==> src/rtl/dmis_pkg.sv <==
package dmis_pkg;
    localparam int FLAG_W       = 15;
    localparam int REG_W        = 32;
    localparam int STATE_W      = 3;
    localparam int QUAL_W       = 3;
    localparam int RXDONE_BIT   = 6;
    localparam int EARLYRX_BIT  = 14;
    localparam int FATAL_BIT    = 13;
    localparam int ABN_SUM_BIT  = 15;
    localparam int NORM_SUM_BIT = 16;
    localparam int RXST_LSB     = 17;
    localparam int TXST_LSB     = RXST_LSB + STATE_W;
    localparam int QUAL_LSB     = TXST_LSB + STATE_W;
    localparam int PAD_W        = REG_W - QUAL_LSB - QUAL_W;

    localparam logic [FLAG_W-1:0] IMPL_MASK   = 15'h67FF;
    localparam logic [FLAG_W-1:0] NORM_GROUP  = 15'h4045;
    localparam logic [FLAG_W-1:0] ABN_GROUP   = 15'h27BA;

    typedef enum logic {
        SUM_QUIET   = 1'b0,
        SUM_PENDING = 1'b1
    } sum_state_t;

    typedef struct packed {
        logic desc;
        logic rd;
        logic tx;
    } berr_qual_t;
endpackage

==> src/rtl/dmis_flag_bank.sv <==
module dmis_flag_bank #(
    parameter int             W        = 15,
    parameter logic [W-1:0]   IMPL     = '1,
    parameter int             AUTO_SRC = 6,
    parameter int             AUTO_DST = 14
) (
    input  logic         clk,
    input  logic         rst_n,
    input  logic [W-1:0] set_i,
    input  logic [W-1:0] clr_i,
    output logic [W-1:0] flags_next_o,
    output logic [W-1:0] flags_o
);
    logic [W-1:0] flag_q;
    logic [W-1:0] flag_d;
    logic [W-1:0] kill;

    for (genvar i = 0; i < W; i++) begin : g_bit
        if (i == AUTO_DST) begin : g_auto
            assign kill[i] = set_i[AUTO_SRC];
        end else begin : g_plain
            assign kill[i] = 1'b0;
        end

        // set dominates clear; chained auto-clear dominates both
        assign flag_d[i] = (set_i[i] | (flag_q[i] & ~clr_i[i])) & ~kill[i] & IMPL[i];

        if (IMPL[i]) begin : g_chk
            assert_flag_sticky_R2: assert property (@(posedge clk) disable iff (!rst_n)
                (flag_q[i] && !clr_i[i] && !kill[i]) |=> flag_q[i]);
            assert_set_wins_R4: assert property (@(posedge clk) disable iff (!rst_n)
                (set_i[i] && !kill[i]) |=> flag_q[i]);
            assert_auto_clear_R5: assert property (@(posedge clk) disable iff (!rst_n)
                kill[i] |=> !flag_q[i]);
        end
    end

    always_ff @(posedge clk) begin
        if (!rst_n) flag_q <= '0;
        else        flag_q <= flag_d;
    end

    assign flags_next_o = flag_d;
    assign flags_o      = flag_q;
endmodule

==> src/rtl/dmis_summary.sv <==
module dmis_summary
    import dmis_pkg::*;
#(
    parameter int           W     = 15,
    parameter logic [W-1:0] GROUP = '1
) (
    input  logic         clk,
    input  logic         rst_n,
    input  logic [W-1:0] cause_i,
    input  logic [W-1:0] en_i,
    input  logic         ack_i,
    output logic         sum_o
);
    sum_state_t state_q, state_d;
    logic       hit;

    assign hit = |(cause_i & en_i & GROUP);

    always_comb begin
        state_d = state_q;
        unique case (state_q)
            SUM_QUIET:   if (hit) state_d = SUM_PENDING;
            SUM_PENDING: if (ack_i && !hit) state_d = SUM_QUIET;
            default:     state_d = SUM_QUIET;
        endcase
    end

    always_ff @(posedge clk) begin
        if (!rst_n) state_q <= SUM_QUIET;
        else        state_q <= state_d;
    end

    assign sum_o = (state_q == SUM_PENDING);

    assert_sum_raise_R6: assert property (@(posedge clk) disable iff (!rst_n)
        hit |=> sum_o);
    assert_sum_hold_R8: assert property (@(posedge clk) disable iff (!rst_n)
        (sum_o && !ack_i) |=> sum_o);
    assert_sum_quiet_R8: assert property (@(posedge clk) disable iff (!rst_n)
        (!sum_o && !hit) |=> !sum_o);
endmodule

==> src/rtl/dmis_err_qual.sv <==
module dmis_err_qual #(
    parameter int QW = 3
) (
    input  logic          clk,
    input  logic          rst_n,
    input  logic          capture_i,
    input  logic          keep_i,
    input  logic [QW-1:0] qual_i,
    output logic [QW-1:0] qual_o
);
    logic [QW-1:0] qual_q;

    always_ff @(posedge clk) begin
        if (!rst_n)         qual_q <= '0;
        else if (capture_i) qual_q <= qual_i;
        else if (!keep_i)   qual_q <= '0;
    end

    assign qual_o = qual_q;

    assert_qual_capture_R9: assert property (@(posedge clk) disable iff (!rst_n)
        capture_i |=> (qual_o == $past(qual_i)));
    assert_qual_zero_R9: assert property (@(posedge clk) disable iff (!rst_n)
        (!keep_i && !capture_i) |=> (qual_o == '0));
    assert_qual_hold_R9: assert property (@(posedge clk) disable iff (!rst_n)
        (keep_i && !capture_i) |=> $stable(qual_o));
endmodule

==> src/rtl/eth_dma_irq_status.sv <==
module eth_dma_irq_status
    import dmis_pkg::*;
(
    input  logic                clk,
    input  logic                rst_n,
    input  logic [FLAG_W-1:0]   evt_i,
    input  logic [QUAL_W-1:0]   bus_err_qual_i,
    input  logic [STATE_W-1:0]  rx_state_i,
    input  logic [STATE_W-1:0]  tx_state_i,
    input  logic [FLAG_W-1:0]   irq_en_i,
    input  logic                wr_en_i,
    input  logic [REG_W-1:0]    wr_data_i,
    output logic [REG_W-1:0]    rd_data_o,
    output logic                irq_o
);
    logic [REG_W-1:0]  clr;
    logic [FLAG_W-1:0] flags_d, flags_q;
    logic              sum_norm, sum_abn;
    berr_qual_t        qual;
    logic              irq_q;
    logic              unused_wr_hi;

    assign clr          = wr_en_i ? wr_data_i : '0;
    assign unused_wr_hi = ^clr[REG_W-1:NORM_SUM_BIT+1];

    dmis_flag_bank #(
        .W(FLAG_W), .IMPL(IMPL_MASK), .AUTO_SRC(RXDONE_BIT), .AUTO_DST(EARLYRX_BIT)
    ) u_flags (
        .clk(clk), .rst_n(rst_n), .set_i(evt_i), .clr_i(clr[FLAG_W-1:0]),
        .flags_next_o(flags_d), .flags_o(flags_q)
    );

    dmis_summary #(.W(FLAG_W), .GROUP(NORM_GROUP)) u_sum_norm (
        .clk(clk), .rst_n(rst_n), .cause_i(flags_d), .en_i(irq_en_i),
        .ack_i(clr[NORM_SUM_BIT]), .sum_o(sum_norm)
    );

    dmis_summary #(.W(FLAG_W), .GROUP(ABN_GROUP)) u_sum_abn (
        .clk(clk), .rst_n(rst_n), .cause_i(flags_d), .en_i(irq_en_i),
        .ack_i(clr[ABN_SUM_BIT]), .sum_o(sum_abn)
    );

    dmis_err_qual #(.QW(QUAL_W)) u_qual (
        .clk(clk), .rst_n(rst_n), .capture_i(evt_i[FATAL_BIT]),
        .keep_i(flags_d[FATAL_BIT]), .qual_i(bus_err_qual_i), .qual_o(qual)
    );

    always_ff @(posedge clk) begin
        if (!rst_n) irq_q <= 1'b0;
        else        irq_q <= sum_norm | sum_abn;
    end

    assign irq_o     = irq_q;
    assign rd_data_o = {{PAD_W{1'b0}}, qual, tx_state_i, rx_state_i, sum_norm, sum_abn, flags_q};

    assert_irq_follows_R11: assert property (@(posedge clk) disable iff (!rst_n)
        1'b1 |=> (irq_o == $past(sum_norm | sum_abn)));
    assert_qual_needs_fatal_R9: assert property (@(posedge clk) disable iff (!rst_n)
        !flags_q[FATAL_BIT] |-> (qual == '0));
endmodule

==> config.mk <==
export PLATFORM = sky130hd
export DESIGN_NAME = eth_dma_irq_status
export DESIGN_NICKNAME = d
export VERILOG_FILES = /design/src/rtl/dmis_pkg.sv /design/src/rtl/dmis_flag_bank.sv /design/src/rtl/dmis_summary.sv /design/src/rtl/dmis_err_qual.sv /design/src/rtl/eth_dma_irq_status.sv
export SDC_FILE = /design/constraint.sdc
export NUM_CORES = 1
export LEC_CHECK = 0
export CORE_ASPECT_RATIO = 0.9
export CORE_MARGIN = 3
export CORE_UTILIZATION = 27
export CTS_BUF_LIST = sky130_fd_sc_hd__clkbuf_4 sky130_fd_sc_hd__clkbuf_8
export DETAILED_ROUTE_END_ITERATION = 12
export PLACE_DENSITY = 0.85
export SYNTH_ARGS = -nofsm -noshare
export SYNTH_HDL_FRONTEND = slang
export SYNTH_SLANG_ARGS = --single-unit
==> constraint.sdc <==
create_clock -name clk -period 1.9 [get_ports clk]
set_clock_uncertainty 0.15 [all_clocks]
set_input_delay 0.475 -clock clk [delete_from_list [all_inputs] [get_ports clk]]
set_output_delay 0.475 -clock clk [all_outputs]
set_load 0.01 [all_outputs]
==> impl_results.rst <==
.. list-table::
   :header-rows: 1

   * - Metric
     - Value
   * - Max-cap violations
     - 0
   * - Highest achievable clock rate
     - 0.552 GHz
   * - Area of the core region
     - 3160 µm²
   * - Static Leakage
     - 0.690 nW
   * - Part of the Yosys area used for sequential elements
     - 41.4%
   * - Maximum number of pins on one net before global-route repair
     - 14
   * - Data required time of the critical path
     - 1900 ps
   * - Final Wtd Congestion
     - 0.653
   * - Wire length reported by the detailed router
     - 2520 µm
   * - Post-CTS Setup Repair Bufs
     - 0
   * - Clock tree sinks
     - 19
   * - Deepest level of the CTS H-tree
     - 1
   * - Vias per cell
     - 4.26
   * - Number of cell instances on the worst register-to-register path
     - 4
   * - Final number of setup-violating endpoints
     - 0
   * - Number of antenna repair diodes
     - 0
   * - Cts-stage hold buffer count
     - 0
   * - Result of the run
     - complete, no violations
   * - Die area
     - 4140 µm²
   * - Critical Path End Type
     - flop
   * - Origin of the worst min-delay path
     - u_sum_norm.sum_o
   * - Worst min-delay path class
     - flop to flop
   * - Row count
     - 19
   * - Floorplan die width
     - 67.5 µm
   * - Capture point of the worst reg-to-reg path
     - u_sum_abn.sum_o
   * - Number of max-slew violations in the final report
     - 0
   * - Total congestion overflow after global routing
     - 0
   * - Crit-path max FO
     - 2
   * - Global-route usage over all layers
     - 12.7%
   * - Post-detailed-route count of antenna-violating nets
     - 0
   * - Post-synthesis area per instance
     - 8.75 µm²
   * - HPWL Detailed
     - 2080 µm
   * - Power density over cell area
     - 596 nW/µm²
   * - Post-CTS resize count
     - 2
   * - Die Height
     - 61.3 µm
   * - Crit path time final
     - 1810 ps
   * - Number of buffers on the longest clock path
     - 2
   * - Length of the first detailed-routing pass in iterations
     - 4
   * - CP Data Arrival Time
     - 1810 ps
   * - Post-detailed-route wirelength per cell
     - 11.5 µm
   * - Number of antenna violations at the first check in global routing
     - 0
   * - FF-to-FF setup slack
     - 420 ps
   * - Number of port buffers
     - 65
   * - Highest ir drop seen on vdd
     - 0.546 mV
   * - Initial Utilization
     - 29.0%
   * - Clock latency reported for the late side of the worst-skew pair
     - 260 ps
   * - Most used cells in the layout excluding fill and tap cells
     - clkdlybuf4s50_1 (64), dfxtp_1 (19), buf_4 (15)
   * - Share of post-route cells with drive strength above 1
     - 13.6%
   * - #FFs+latches synth
     - 19
   * - Net count, final
     - 252
   * - Final-report hold violation count
     - 0
   * - Reg-to-reg startpoint
     - u_flags.flags_o[1]
   * - Cell Area, Placed
     - 1620 µm²
   * - Worst setup SP type
     - input port
   * - Period utilisation layout
     - 95.4%
   * - Type of the worst setup path
     - input port to flop
   * - Vias after detailed routing
     - 933
   * - Top Ports
     - 107
   * - Area of the mapped netlist
     - 918 µm²
   * - Clk Tree Root Cell
     - clkbuf_8
   * - Yosys Warn Count
     - 0
   * - Filler cell count
     - 304
   * - CTS tree
     - done
   * - Number of cells on the worst hold path
     - 1
   * - Design Power
     - 0.000995 W
   * - Finished Cell Area
     - 1670 µm²
   * - First-pass GRT wire length
     - 3850 µm
   * - Unrepaired setup endpoints after global routing
     - no
   * - Drt first-iter violations
     - 23
   * - Most frequent standard cell in the layout excluding fill and tap cells
     - clkdlybuf4s50_1
   * - Cts bufs inserted
     - 3
   * - Post-synthesis cell type count
     - 21
   * - Worst-path clk slew
     - 70 ps
   * - Area added between synthesis and finish
     - 81.9%
   * - Final routed DRC violation total
     - 0
   * - Worst-case hold path end point
     - irq_o
   * - Cells after synthesis
     - 105
   * - Vias in the first global route
     - 870
## power by group
group          switching [W]  internal, W  total, W
clock network       0.000137     0.000146  0.000283
registers          0.0000139     0.000425  0.000439
logic              0.0000916     0.000181  0.000273
total               0.000243     0.000752  0.000995
## area by class of cell
class	instances	area [µm²]	share of cell area (%)
multi-input cells	68	407	24.3
clock buffers	3	41.3	2.47
inverters	6	22.5	1.35
well taps	42	52.6	3.15
clock inverters	1	5.00	0.300
repair buffers	80	762	45.6
flip-flops and latches	19	380	22.8
## flip-flops by register name, indices dropped and copies added (netlist names)
signal,flops
u_flags.flags_o,13
u_sum_norm.sum_o,1
u_sum_abn.sum_o,1
u_qual.qual_o,3
irq_o,1
## cells in the mapped netlist
cell type,instances,area [µm²]
a21boi_0,6,45.0
a21oi_1,5,25.0
a21oi_2,2,17.5
a22oi_1,3,22.5
and2b_1,2,15.0
buf_4,16,120
buf_6,1,11.3
clkbuf_1,2,7.51
conb_1,1,3.75
dfxtp_1,19,380
inv_1,6,22.5
nand2_1,11,41.3
nand2_2,2,12.5
nor2b_1,8,50.1
nor3b_1,2,15.0
o2111ai_1,1,8.76
o21a_1,7,52.6
o21ai_0,7,35.0
o22ai_1,2,12.5
o31a_1,1,8.76
o41a_1,1,11.3
## cell families after synthesis
logic type	synth area share [%]
AO/OA/AOI/OAI	26.0
AND/OR/NAND/NOR	14.6
buffers and inverters	17.6
flip-flops	41.4
other	0.408
## worst max path at each step
stage / from / endpoint / slack, ps / cells after the start
final: wr_data_i[1] / u_sum_abn.sum_o / 90 / 5
after floorplan: wr_en_i / u_sum_abn.sum_o / 390 / 5
after global placement: wr_en_i / u_sum_abn.sum_o / -400 / 6
after global routing: wr_data_i[1] / u_sum_abn.sum_o / 0.4 / 5
after CTS: wr_data_i[1] / u_sum_abn.sum_o / 60 / 5
after detailed placement: wr_en_i / u_sum_abn.sum_o / -390 / 6
## metal layers
metal	routed length (µm)	share of wire, %	global-route usage, %	vias up
met5	0	0	0	-
met4	21	0.83	3.76	0
met3	244	9.7	5.47	4
met2	1230	49	22.3	39
met1	1030	41	14.0	408
li1	-	-	-	482
## metrics by stage
step / setup slack [ps] / util [%] / cells / hold WS, ps / TNS (ps)
floorplan: 395 / - / 112 / 300 / 0
global placement: -400 / 51.3 / 215 / 316 / -1710
detailed placement: -393 / 51.3 / 215 / 323 / -1650
CTS: 63.3 / 52.8 / 219 / 343 / 0
global route: 0.409 / 52.8 / 219 / 361 / 0
finish: 87.7 / 52.8 / 219 / 337 / 0
## critical path: stages
cell             delay, ps
clkdlybuf4s50_1        460
a21boi_0                90
o21ai_0                230
o2111ai_1              150
o41a_1                 410
Note: power is estimated with default switching activity, not from simulation.
